[config.mk]
export PLATFORM = sky130hd
export DESIGN_NAME = disp_scan_top
export DESIGN_NICKNAME = d
export VERILOG_FILES = /design/src/rtl/dscan_pkg.sv /design/src/rtl/refresh_div.sv /design/src/rtl/scan_sel.sv /design/src/rtl/bcd7_decode.sv /design/src/rtl/disp_scan_top.sv
export SDC_FILE = /design/constraint.sdc
export NUM_CORES = 1
export LEC_CHECK = 0
export ABC_AREA = 1
export ABC_CLOCK_PERIOD_IN_PS = 2009
export BUFFER_PORTS_ARGS = -buffer_cell sky130_fd_sc_hd__buf_2
export CORE_UTILIZATION = 45
export DETAILED_ROUTE_END_ITERATION = 10
export PLACE_DENSITY = 0.76
export SLEW_MARGIN = 0
export SYNTH_ARGS = -nofsm -noshare
export SYNTH_HDL_FRONTEND = slang
export SYNTH_SLANG_ARGS = --single-unit
[constraint.sdc]
create_clock -name clk -period 2.01 [get_ports clk]
set_clock_uncertainty 0.1 [all_clocks]
set_input_delay 0.1005 -clock clk [delete_from_list [all_inputs] [get_ports clk]]
set_output_delay 0.1005 -clock clk [all_outputs]
set_load 0.01 [all_outputs]
[src/rtl/dscan_pkg.sv]
package dscan_pkg;
  localparam int SEG_W = 7;
  localparam int NIB_W = 4;
  typedef logic [SEG_W-1:0] seg_t;
  typedef logic [NIB_W-1:0] nib_t;
  localparam seg_t SEG_DARK = '1;
endpackage

[src/rtl/refresh_div.sv]
module refresh_div #(
  parameter int DIV = 4
) (
  input  logic clk,
  input  logic rst,
  output logic tick
);
  localparam int CW = (DIV > 1) ? $clog2(DIV) : 1;
  localparam logic [CW-1:0] LAST = CW'(DIV - 1);

  logic [CW-1:0] cnt;

  assign tick = (cnt == LAST);

  always_ff @(posedge clk) begin
    if (rst) cnt <= '0;
    else if (tick) cnt <= '0;
    else cnt <= cnt + 1'b1;
  end

  // the divider count never leaves its range
  a_r3_cnt_range: assert property (@(posedge clk) disable iff (rst)
    cnt <= LAST);
endmodule

[src/rtl/scan_sel.sv]
module scan_sel #(
  parameter int N_DIG = 4
) (
  input  logic                     clk,
  input  logic                     rst,
  input  logic                     adv,
  output logic [$clog2(N_DIG)-1:0] sel,
  output logic [N_DIG-1:0]         sel_oh
);
  localparam int SW = $clog2(N_DIG);
  localparam logic [SW-1:0] TOP = SW'(N_DIG - 1);

  always_ff @(posedge clk) begin
    if (rst) sel <= '0;
    else if (adv) sel <= (sel == TOP) ? '0 : sel + 1'b1;
  end

  for (genvar k = 0; k < N_DIG; k++) begin : g_dec
    assign sel_oh[k] = (sel == SW'(k));
  end

  // each advance moves to the next digit, wrapping after the last
  a_r3_step: assert property (@(posedge clk) disable iff (rst)
    (adv && sel != TOP) |=> sel == $past(sel) + 1'b1);
  a_r3_wrap: assert property (@(posedge clk) disable iff (rst)
    (adv && sel == TOP) |=> sel == '0);
  a_r3_hold: assert property (@(posedge clk) disable iff (rst)
    !adv |=> $stable(sel));
endmodule

[src/rtl/bcd7_decode.sv]
module bcd7_decode
  import dscan_pkg::*;
(
  input  nib_t nib,
  output seg_t seg_n
);
  logic b0, b1, b2, b3, ok, a_on;
  logic [SEG_W-1:1] rest;

  assign {b3, b2, b1, b0} = nib;
  assign ok   = (nib <= 4'd9);
  assign a_on = b3 | b1 | (b0 & b2) | (~b0 & ~b2);

  // segments b..g, active high, bit order g f e d c b
  always_comb begin
    unique case (nib)
      4'd0:    rest = 6'b011111;
      4'd1:    rest = 6'b000011;
      4'd2:    rest = 6'b101101;
      4'd3:    rest = 6'b100111;
      4'd4:    rest = 6'b110011;
      4'd5:    rest = 6'b110110;
      4'd6:    rest = 6'b111110;
      4'd7:    rest = 6'b000011;
      4'd8:    rest = 6'b111111;
      4'd9:    rest = 6'b110111;
      default: rest = 6'b000000;
    endcase
  end

  assign seg_n = ~({rest, a_on} & {SEG_W{ok}});
endmodule

[src/rtl/disp_scan_top.sv]
module disp_scan_top
  import dscan_pkg::*;
#(
  parameter int REFRESH_DIV = 50000
) (
  input  logic        clk,
  input  logic        rst,
  input  logic [15:0] bcd_in,
  output logic [6:0]  seg_n,
  output logic [3:0]  dig_en
);
  localparam int N_DIG = 4;
  localparam int SW    = $clog2(N_DIG);

  logic          tick;
  logic [SW-1:0] sel;
  logic [N_DIG-1:0] sel_oh;
  nib_t          nib_arr [N_DIG];
  nib_t          nib_sel;
  seg_t          dec_n;
  logic          chg_q;

  refresh_div #(.DIV(REFRESH_DIV)) u_div (
    .clk(clk), .rst(rst), .tick(tick)
  );

  scan_sel #(.N_DIG(N_DIG)) u_sel (
    .clk(clk), .rst(rst), .adv(tick), .sel(sel), .sel_oh(sel_oh)
  );

  for (genvar k = 0; k < N_DIG; k++) begin : g_nib
    assign nib_arr[k] = bcd_in[NIB_W*k +: NIB_W];
  end
  assign nib_sel = nib_arr[sel];

  bcd7_decode u_dec (.nib(nib_sel), .seg_n(dec_n));

  // chg_q marks that sel has just moved (reset counts as a move)
  always_ff @(posedge clk) begin
    if (rst) begin
      chg_q  <= 1'b1;
      seg_n  <= SEG_DARK;
      dig_en <= 4'b0001;
    end else begin
      chg_q  <= tick;
      seg_n  <= chg_q ? SEG_DARK : dec_n;
      dig_en <= sel_oh;
    end
  end

  // the first cycle after reset is dark on digit 0
  a_r1_after_rst: assert property (@(posedge clk) disable iff (rst)
    $past(rst) |-> (seg_n == SEG_DARK && dig_en == 4'b0001));
  // one digit enable at a time
  a_r2_onehot: assert property (@(posedge clk) disable iff (rst)
    $countones(dig_en) == 1);
  // a newly enabled digit starts dark
  a_r8_blank_on_switch: assert property (@(posedge clk) disable iff (rst)
    !$stable(dig_en) |-> seg_n == SEG_DARK);
  // codes above nine never light a segment
  a_r7_invalid_dark: assert property (@(posedge clk) disable iff (rst)
    (nib_sel > 4'd9) |=> seg_n == SEG_DARK);
  // enable follows the select that fed the decoder
  a_r4_aligned: assert property (@(posedge clk) disable iff (rst)
    1'b1 |=> dig_en[$past(sel)]);
endmodule

==> results by stage, run 1 <==
Floorplan:
- The initialized floorplan defines 21 standard-cell rows.
- The die covers between 0.003 and 0.004 mm2.
- The number of primary I/O pins is 29.
- The floorplan die width is 63.0 um.
- The initial utilization of the core area, before any placement, comes to 0.487.
- The placeable core area is roughly 0.0034 mm2.
- The floorplan die height is 63.0 um.

Worst setup path:
- The logic depth of the worst path, buffers included is 11.
- STA classifies the critical path startpoint as a register.
- Counting both buffers and inverters, the worst setup path holds a total of 2.
- The reg-to-reg endpoint is seg_n[4].
- Traced cell by cell, the critical path runs through inv_2 > nand2_1 > nand2_1 > nand2_1 > nand2_1 > inv_2 > ha_1 > or2_2 > nand2_2 > a21oi_4 > nand3_1.
- The most repeated library cell on the critical path is nand2_1.
- The worst setup slack for register-to-register paths is 210 ps.
- Among cell families on the critical path, the largest total delay comes from simple AND/OR/NAND/NOR gates.
- The number of cells on the worst reg-to-reg path is 11.
- The reg-to-reg startpoint is u_sel.sel[0].
- The critical path in this run is classified as register to register.
- For the worst setup path, the data required time is 2130 ps.
- The largest stage delay on the critical path is 360 ps.
- The data arrival time of the worst path is 1920 ps.
- The slowest library cell on the worst path is dfxtp_2.
- The endpoint class of the critical path is a register.
- The worst-path maximum fanout is 10.

Placed design:
- The count of input and output buffers is 28.
- The congestion estimate from routability-driven global placement came to 0.827.
- The wire-length estimate of the detail-placed layout is 2450 um.

Clock network:
- The maximum clock path buffer count is 2.
- The tree built by TritonCTS fans out to 30 sinks.
- The H-tree was split into 2 levels.
- The number of clock buffers added by TritonCTS is 5.
- The clock transition at the register clock pins on the worst setup and hold paths after CTS is roughly 70 ps.
- Post-CTS timing repair inserted 0 buffers for setup.
- The source-to-sink clock delay at the later pin of the worst-skew pair is 290 ps.
- TritonCTS built the clock tree.
- The clock root buffer master is clkbuf_8.

Pwr:
- The power density relative to cell area is slightly above 600 mW/mm2.
- The peak supply drop is 0.407 mV.
- The reported leakage power is 0.803 nW.

Run status:
- The run finished with clean final reports.

Global route:
- The number of global-route vias before repair is 1369.
- The sum of overflow across all layers after global routing is 0.
- The first global-routing pass estimated 5950 um of wire.
- The number of antenna violations at the first check in global routing is 0.
- For this run, the total global-route usage over all layers was measured as 0.190.
- The pin count of the biggest net entering global routing is 17.

Timing:
- For the pin with the worst max-slew slack, the measured transition is a little over 400 ps.
- Hold timing on the final database bottoms out at a slack of 215 ps.
- The maximum clock frequency is between 500 and 600 MHz.
- Setup repair after global routing left no endpoint under its margin.
- Headroom to the max-slew limit came out at 0.729.
- The total negative slack is 0 ps.
- In the finished design, the share of the clock period the worst path needs comes to 0.895.
- The time the final worst path needs with I/O delays and setup is approximately 1800 ps.
- The number of max-slew violations in the final report is 0.
- The count of final hold-check violations came to 0.
- Setup violations remaining at the end of the flow were counted as 0.

Worst hold path:
- The number of cells on the worst hold path is 5.
- The type of the worst min-delay path is input port to register.
- The worst hold endpoint is seg_n[1].
- The startpoint of the tightest hold check path is bcd_in[10].

Drt:
- The count of nets left with antenna violations once routing finished came out at 0.
- The routed design has 3180 um of wire.
- The initial detailed-routing violation count is 32.
- In the final routed layout, each cell accounts on average for 10.3 um.
- After detailed routing, the number of remaining DRC violations is 0.
- The length of the first detailed-routing pass in iterations is 6.
- The vias after detailed routing is 1475.
- The mean number of vias per cell is 4.77.

Synth:
- After synthesis, the share of flip-flops with an asynchronous set or reset is 0.
- Among all flip-flop cells after synthesis, the most frequent one is dfxtp_1.
- The number of warning messages in the yosys log is 0.
- Counting flops with a built-in enable in the synthesized netlist gives 0.
- Summing every instance area after synthesis gives 0.00168 mm2.
- The total of flip-flops plus latches after synthesis is 30.
- Sorting the synthesized cells by how often they occur yields 60 x nand2_1, 30 x dfxtp_1, 27 x nand3_1, 23 x inv_1, 18 x nor2_1.
- The most common cell in the synthesized netlist is nand2_1.
- After technology mapping, the gate count stands at 227.
- Synthesis produced a netlist with a net count of 255.
- The part of the Yosys area used for sequential elements is 0.358.
- By area the synthesized netlist is led by dfxtp_1 36%, nand2_1 13%, nand3_1 8.1%.
- The number of different library cells in the post-synthesis netlist is 27.
- The most area-hungry cell type in the Yosys netlist is dfxtp_1.
- Of the post-synthesis cell area, the dominant cell type holds 0.358.
- A synthesized cell averages 7.38 um2.

Final layout:
- The share of post-route cells with drive strength above 1 is 0.262.
- The number of antenna diodes is 0.
- The final layout contains 290 nets.
- The synthesis-to-layout area growth is 17.0%.
- After filler insertion, the fill cell instance count of the layout stands at approximately 320.

Run:
- The count of max-cap constraint violations is 0.
[layout make-up]
class / instances / area (um2) / area share
clock buffer: 7 / 86.3 / 0.0441
clock inverter: 1 / 5.00 / 0.00255
inverter: 28 / 105 / 0.0536
multi-input combinational: 166 / 938 / 0.479
sequential: 30 / 602 / 0.307
tap: 46 / 57.6 / 0.0294
timing repair buffer: 31 / 165 / 0.0843
[per-layer routing]
layer / routed length, um / part of all wire / GRT usage
met1: 1560 / 0.49 / 0.232
met2: 1390 / 0.44 / 0.306
met3: 148 / 0.047 / 0.0438
met4: 81 / 0.025 / 0.105
met5: 0 / 0 / 0
[worst max-delay path by stage]
stage / from / endpoint / slack, ps
floorplan: u_sel.sel[0] / seg_n[1] / 300
CTS: u_sel.sel[0] / seg_n[4] / 90
finish: u_sel.sel[0] / seg_n[4] / 210
global route: u_sel.sel[0] / seg_n[4] / 20
detailed placement: u_sel.sel[0] / seg_n[4] / 110
global placement: u_sel.sel[0] / seg_n[3] / 230
[power breakdown]
group          switching (W)  internal, W  total (W)
Sequential        0.00000471     0.000606   0.000611
Combinational      0.0000600    0.0000435   0.000104
Clock               0.000227     0.000276   0.000503
Total               0.000292     0.000926    0.00122
[worst reg2reg max path: stages (launching register included)]
cell     delay, ps
dfxtp_2        360
inv_2          150
nand2_1         70
nand2_1         60
nand2_1         50
nand2_1        150
inv_2           80
ha_1           200
or2_2          280
nand2_2         90
a21oi_4         80
nand3_1         70
[stage by stage]
| step | total power, W | util | setup WS, ps | instance area [um2] | cells |
|---|---|---|---|---|---|
| floorplan | 0.000698 | - | 303 | 1680 | 227 |
| global placement | 0.000727 | 0.539 | 226 | 1860 | 300 |
| detailed placement | 0.000727 | 0.539 | 107 | 1860 | 300 |
| CTS | 0.00123 | 0.569 | 94.4 | 1960 | 309 |
| global route | 0.00127 | 0.569 | 17.1 | 1960 | 309 |
| finish | 0.00122 | 0.569 | 212 | 1960 | 309 |
[cell usage in the layout (no fill, tap or decap), drive strengths merged]
cell type	instances
nor2	26
dlygate4sd3	1
ha	10
xor2	2
nand3b	3
o21ai	1
nand2	67
xnor2	1
buf	30
inv	28
clkbuf	7
nand3	30
dfxtp	30
or2	2
clkinv	1
nand4	7
a21oi	12
nor3	5
[registers in the layout, summed over array words and instances, names as in the netlist]
register and flops:
chg_q 1, dig_en 4, u_sel.sel 2, seg_n 7, u_div.cnt 16
[kinds of logic (layout without fill, tap and decap cells)]
logic type                 after synthesis  count (layout)  share of synthesized area
buffers and inverters                   31              67                     0.0814
and+or+nand+nor                        140             140                      0.417
DFF                                     30              30                      0.358
AOI/OAI and AO/OA                       13              13                     0.0523
adders and majority gates               10              10                     0.0747
xor gates and xnor gates                 3               3                     0.0157
[timing repair]
action                                  CTS  global route
hold buffers                              1             0
endpoints found under the setup margin    0             7
resized for setup                         0             2
hold endpoints to repair                  4             0
No activity file was read; power rests on OpenSTA's default activity.
==> run 2, diff against run 1 <==
Settings changed: PLACE_DENSITY 0.76 to 0.69.
==> run 2 against run 1 <==
  * Clock power fell by 3%
  * Count of clock-buffer cells in the layout unchanged
  * Largest cell class unchanged
  * Total power down 1.4%
==> results by stage, run 2 (synthesis results as in run 1) <==
Run status:
- The flow ran to the end, and the final reports show no timing, DRC or antenna violations.

Floorplan:
- The placeable core area was 0.00344 mm2 (unchanged).
- The floorplan die height is 63.0 um (unchanged).
- The number of primary I/O pins is 29 (unchanged).
- The floorplan die width is 63.0 um (unchanged).
- The area of the die is 0.00397 mm2 (unchanged).
- The effective utilization at floorplan is 0.487 (unchanged).
- The floorplan row count came to 21 (unchanged).

Final layout:
- The post-route non-filler standard cell count was 309 (unchanged).
- The largest registers in the layout are u_div.cnt x16, seg_n x7, dig_en x4.
- The area of the multi-input gates is 938 um2 (unchanged).
- The number of flip-flops under the largest register name is 16 (unchanged).
- The final net count is 290 (unchanged).
- Ranked by flip-flop count, first place goes to u_div.cnt.
- The area occupied by registers came to 602 um2 (unchanged).
- The number of antenna diodes is 0 (unchanged).
- The fill cell total of the finished layout is 350 (+11%).
- The library cell used most frequently in the layout, excluding fill and tap cells, is nand2_1.
- The synthesis-to-layout area growth is 17.0% (unchanged).
- The library cells used most frequently in the layout, excluding fill and tap cells, are 60 x nand2_1, 29 x dfxtp_1, 28 x buf_2.
- The post-route core utilization was 0.569 (unchanged).
- The share of post-route cells with drive strength above 1 is 0.259 (-0.00380).

Drt:
- The detailed-route wire length came to 3220 um (+1.2%).
- The initial detailed-routing violation count was 49 (+53%).
- The vias after detailed routing came to 1473 (-0.14%).
- The number of nets with antenna violations after routing came to 0 (unchanged).
- The mean number of vias per cell is 4.77 (-0.14%).
- The remaining routing DRC violations was 0 (unchanged).
- The length of the first detailed-routing pass in iterations is 4 (-2).
- The post-detailed-route wirelength per cell is 10.4 um (+1.2%).

Pwr:
- The share of power burned in registers is 0.509 (+0.007).
- The reported net switching power came to 0.000275 W (-5.8%).
- The proportion of power drawn by the clock network is 0.405 (-0.008).
- The reported leakage power was 0.804 nW (+0.13%).
- The peak supply drop is 0.332 mV (-19%).
- The combinational group share of total power is 0.086 (about the same).
- The power density relative to cell area is 612 mW/mm2 (-1.4%).
- The switching fraction of total power is 0.229 (-0.0107).
- The internal power is 0.000925 W (about the same).

Clock network:
- The post-CTS setup-driven buffer insertion count is 0 (unchanged).
- The number of levels the H-tree was split into is 2 (unchanged).
- The source-to-sink clock delay at the later pin of the worst-skew pair is 280 ps (about the same).
- The total clock buffers created by CTS came to 5 (unchanged).
- The clock root buffer master is clkbuf_8.
- The clock transition at the register clock pins on the worst setup and hold paths after CTS came to 60 ps (about the same).
- The maximum clock path buffer count is 2 (unchanged).
- The total clock sinks is 30 (unchanged).
- TritonCTS built the clock tree.

Global route:
- The number of global-route vias before repair came to 1400 (+2.3%).
- The all-layer global routing usage is 0.181 (-0.00930).
- The global-route wire length before repair came to 5680 um (-4.5%).
- The pin count of the biggest net entering global routing came to 17 (unchanged).
- The number of antenna violations at the first check in global routing came to 0 (unchanged).
- The sum of overflow across all layers after global routing is 0 (unchanged).

Timing:
- The worst slew margin relative to its limit is 0.722 (-0.00635).
- The post-route worst setup slack is 209 ps (-2.65 ps).
- The count of final hold-check violations came to 0 (unchanged).
- The measured slew at the worst slew-check pin is 413 ps (+9.45 ps).
- The maximum clock frequency came to 555 MHz (-0.15%).
- The worst-case hold slack is 214 ps (-0.100 ps).
- Setup repair after global routing left no endpoint under its margin.
- The count of endpoints failing setup in the final report is 0 (unchanged).
- The number of max-slew violations in the final report is 0 (unchanged).
- The final cycle utilization of the critical path is 0.896 (+0.00132).
- The total negative slack was 0 ps (unchanged).
- The time the final worst path needs with I/O delays and setup is 1800 ps (+2.65 ps).

Placed design:
- The final HPWL from detailed placement is 2490 um (+2.0%).
- The number of instances in the placed design came to 300 (unchanged).
- The routability congestion estimate from global placement is 0.823 (-0.52%).
- The count of input and output buffers is 28 (unchanged).
- The worst-case setup slack after placement is 118 ps (+10.4 ps).

Worst setup path:
- Broken down by cell family, the worst path's largest delay share belongs to simple AND/OR/NAND/NOR gates.
- The worst-path maximum fanout is 10 (unchanged).
- The cell depth of the worst flop-to-flop path is 11 (unchanged).
- The most repeated library cell on the critical path is nand2_1.
- The data arrival time of the worst path is 1920 ps (about the same).
- The reg-to-reg endpoint is seg_n[2].
- The critical path goes through inv_2 > nand2_1 > nand2_1 > nand2_1 > nand2_1 > inv_1 > ha_1 > or2_2 > nand2_2 > a21oi_4 > nand3_1.
- The slowest library cell on the worst path is dfxtp_2.
- The buffer and inverter count on the worst path is 2 (unchanged).
- The largest stage delay on the critical path is 360 ps (about the same).
- The worst setup slack for register-to-register paths was 210 ps (about the same).
- The worst setup path is captured at a register.
- The sort of element at the start of the critical path is a register.
- The reg-to-reg startpoint is u_sel.sel[0].
- The worst endpoint required time was 2130 ps (about the same).
- The critical path start-end classification is register to register.

Run:
- The count of max-cap constraint violations is 0 (unchanged).

Worst hold path:
- The startpoint of the tightest hold check path is bcd_in[10].
- The worst hold path terminates at seg_n[1].
- The tightest min-delay check is of the input port to register type.
- The number of cells on the worst hold path came to 5 (unchanged).
run 2: what timing repair did:
action	in CTS	in global routing
hold buffers	1	0
endpoints found under the setup margin	0	7
resized for setup	0	1
endpoints found under the hold margin	4	0
run 2: worst max-delay path by stage:
stage                  from       end  slack, ps  cells past startpoint
3_5_place_dp   u_sel.sel[0]  seg_n[2]        120                     11
5_1_grt        u_sel.sel[1]  seg_n[2]         10                      9
3_3_place_gp   u_sel.sel[0]  seg_n[2]        180                     10
2_1_floorplan  u_sel.sel[0]  seg_n[1]        300                     11
6_report       u_sel.sel[0]  seg_n[2]        210                     11
4_1_cts        u_sel.sel[0]  seg_n[2]        110                     10
run 2: worst reg2reg max path, stage by stage, from the launching register on:
cell     delay (ps)
dfxtp_2         360
inv_2           150
nand2_1          80
nand2_1          60
nand2_1          50
nand2_1         130
inv_1           110
ha_1            190
or2_2           270
nand2_2          90
a21oi_4          70
nand3_1          70
run 2: layout make-up:
| class | instances | share of cell area |
|---|---|---|
| repair buffers | 31 | 0.0843 |
| flip-flops and latches | 30 | 0.307 |
| multi-input cells | 166 | 0.479 |
| inverters | 28 | 0.0536 |
| well taps | 46 | 0.0294 |
| clock inverters | 1 | 0.00255 |
| clock buffers | 7 | 0.0441 |
run 2: power by group through the flow:
stage                     combinational [W]  clock, W  sequential, W
after floorplan                   0.0000703         0       0.000627
after global placement             0.000103         0       0.000625
after detailed placement           0.000102         0       0.000625
after CTS                          0.000104  0.000502       0.000612
after global routing               0.000119  0.000531       0.000613
final                              0.000103  0.000486       0.000611
run 2: per-layer routing:
metal | global-route usage | routed length, um | vias to the layer above
li1 | - | - | 790
met5 | 0 | 0 | -
met1 | 0.220 | 1580 | 643
met2 | 0.290 | 1450 | 33
met3 | 0.0420 | 118 | 7
met4 | 0.102 | 68 | 0
run 2: metrics by stage:
stage / instance area (um2) / power, W
2_1_floorplan: 1680 / 0.000698
3_3_place_gp: 1860 / 0.000727
3_5_place_dp: 1860 / 0.000727
4_1_cts: 1960 / 0.00122
5_1_grt: 1960 / 0.00126
6_report: 1960 / 0.00120
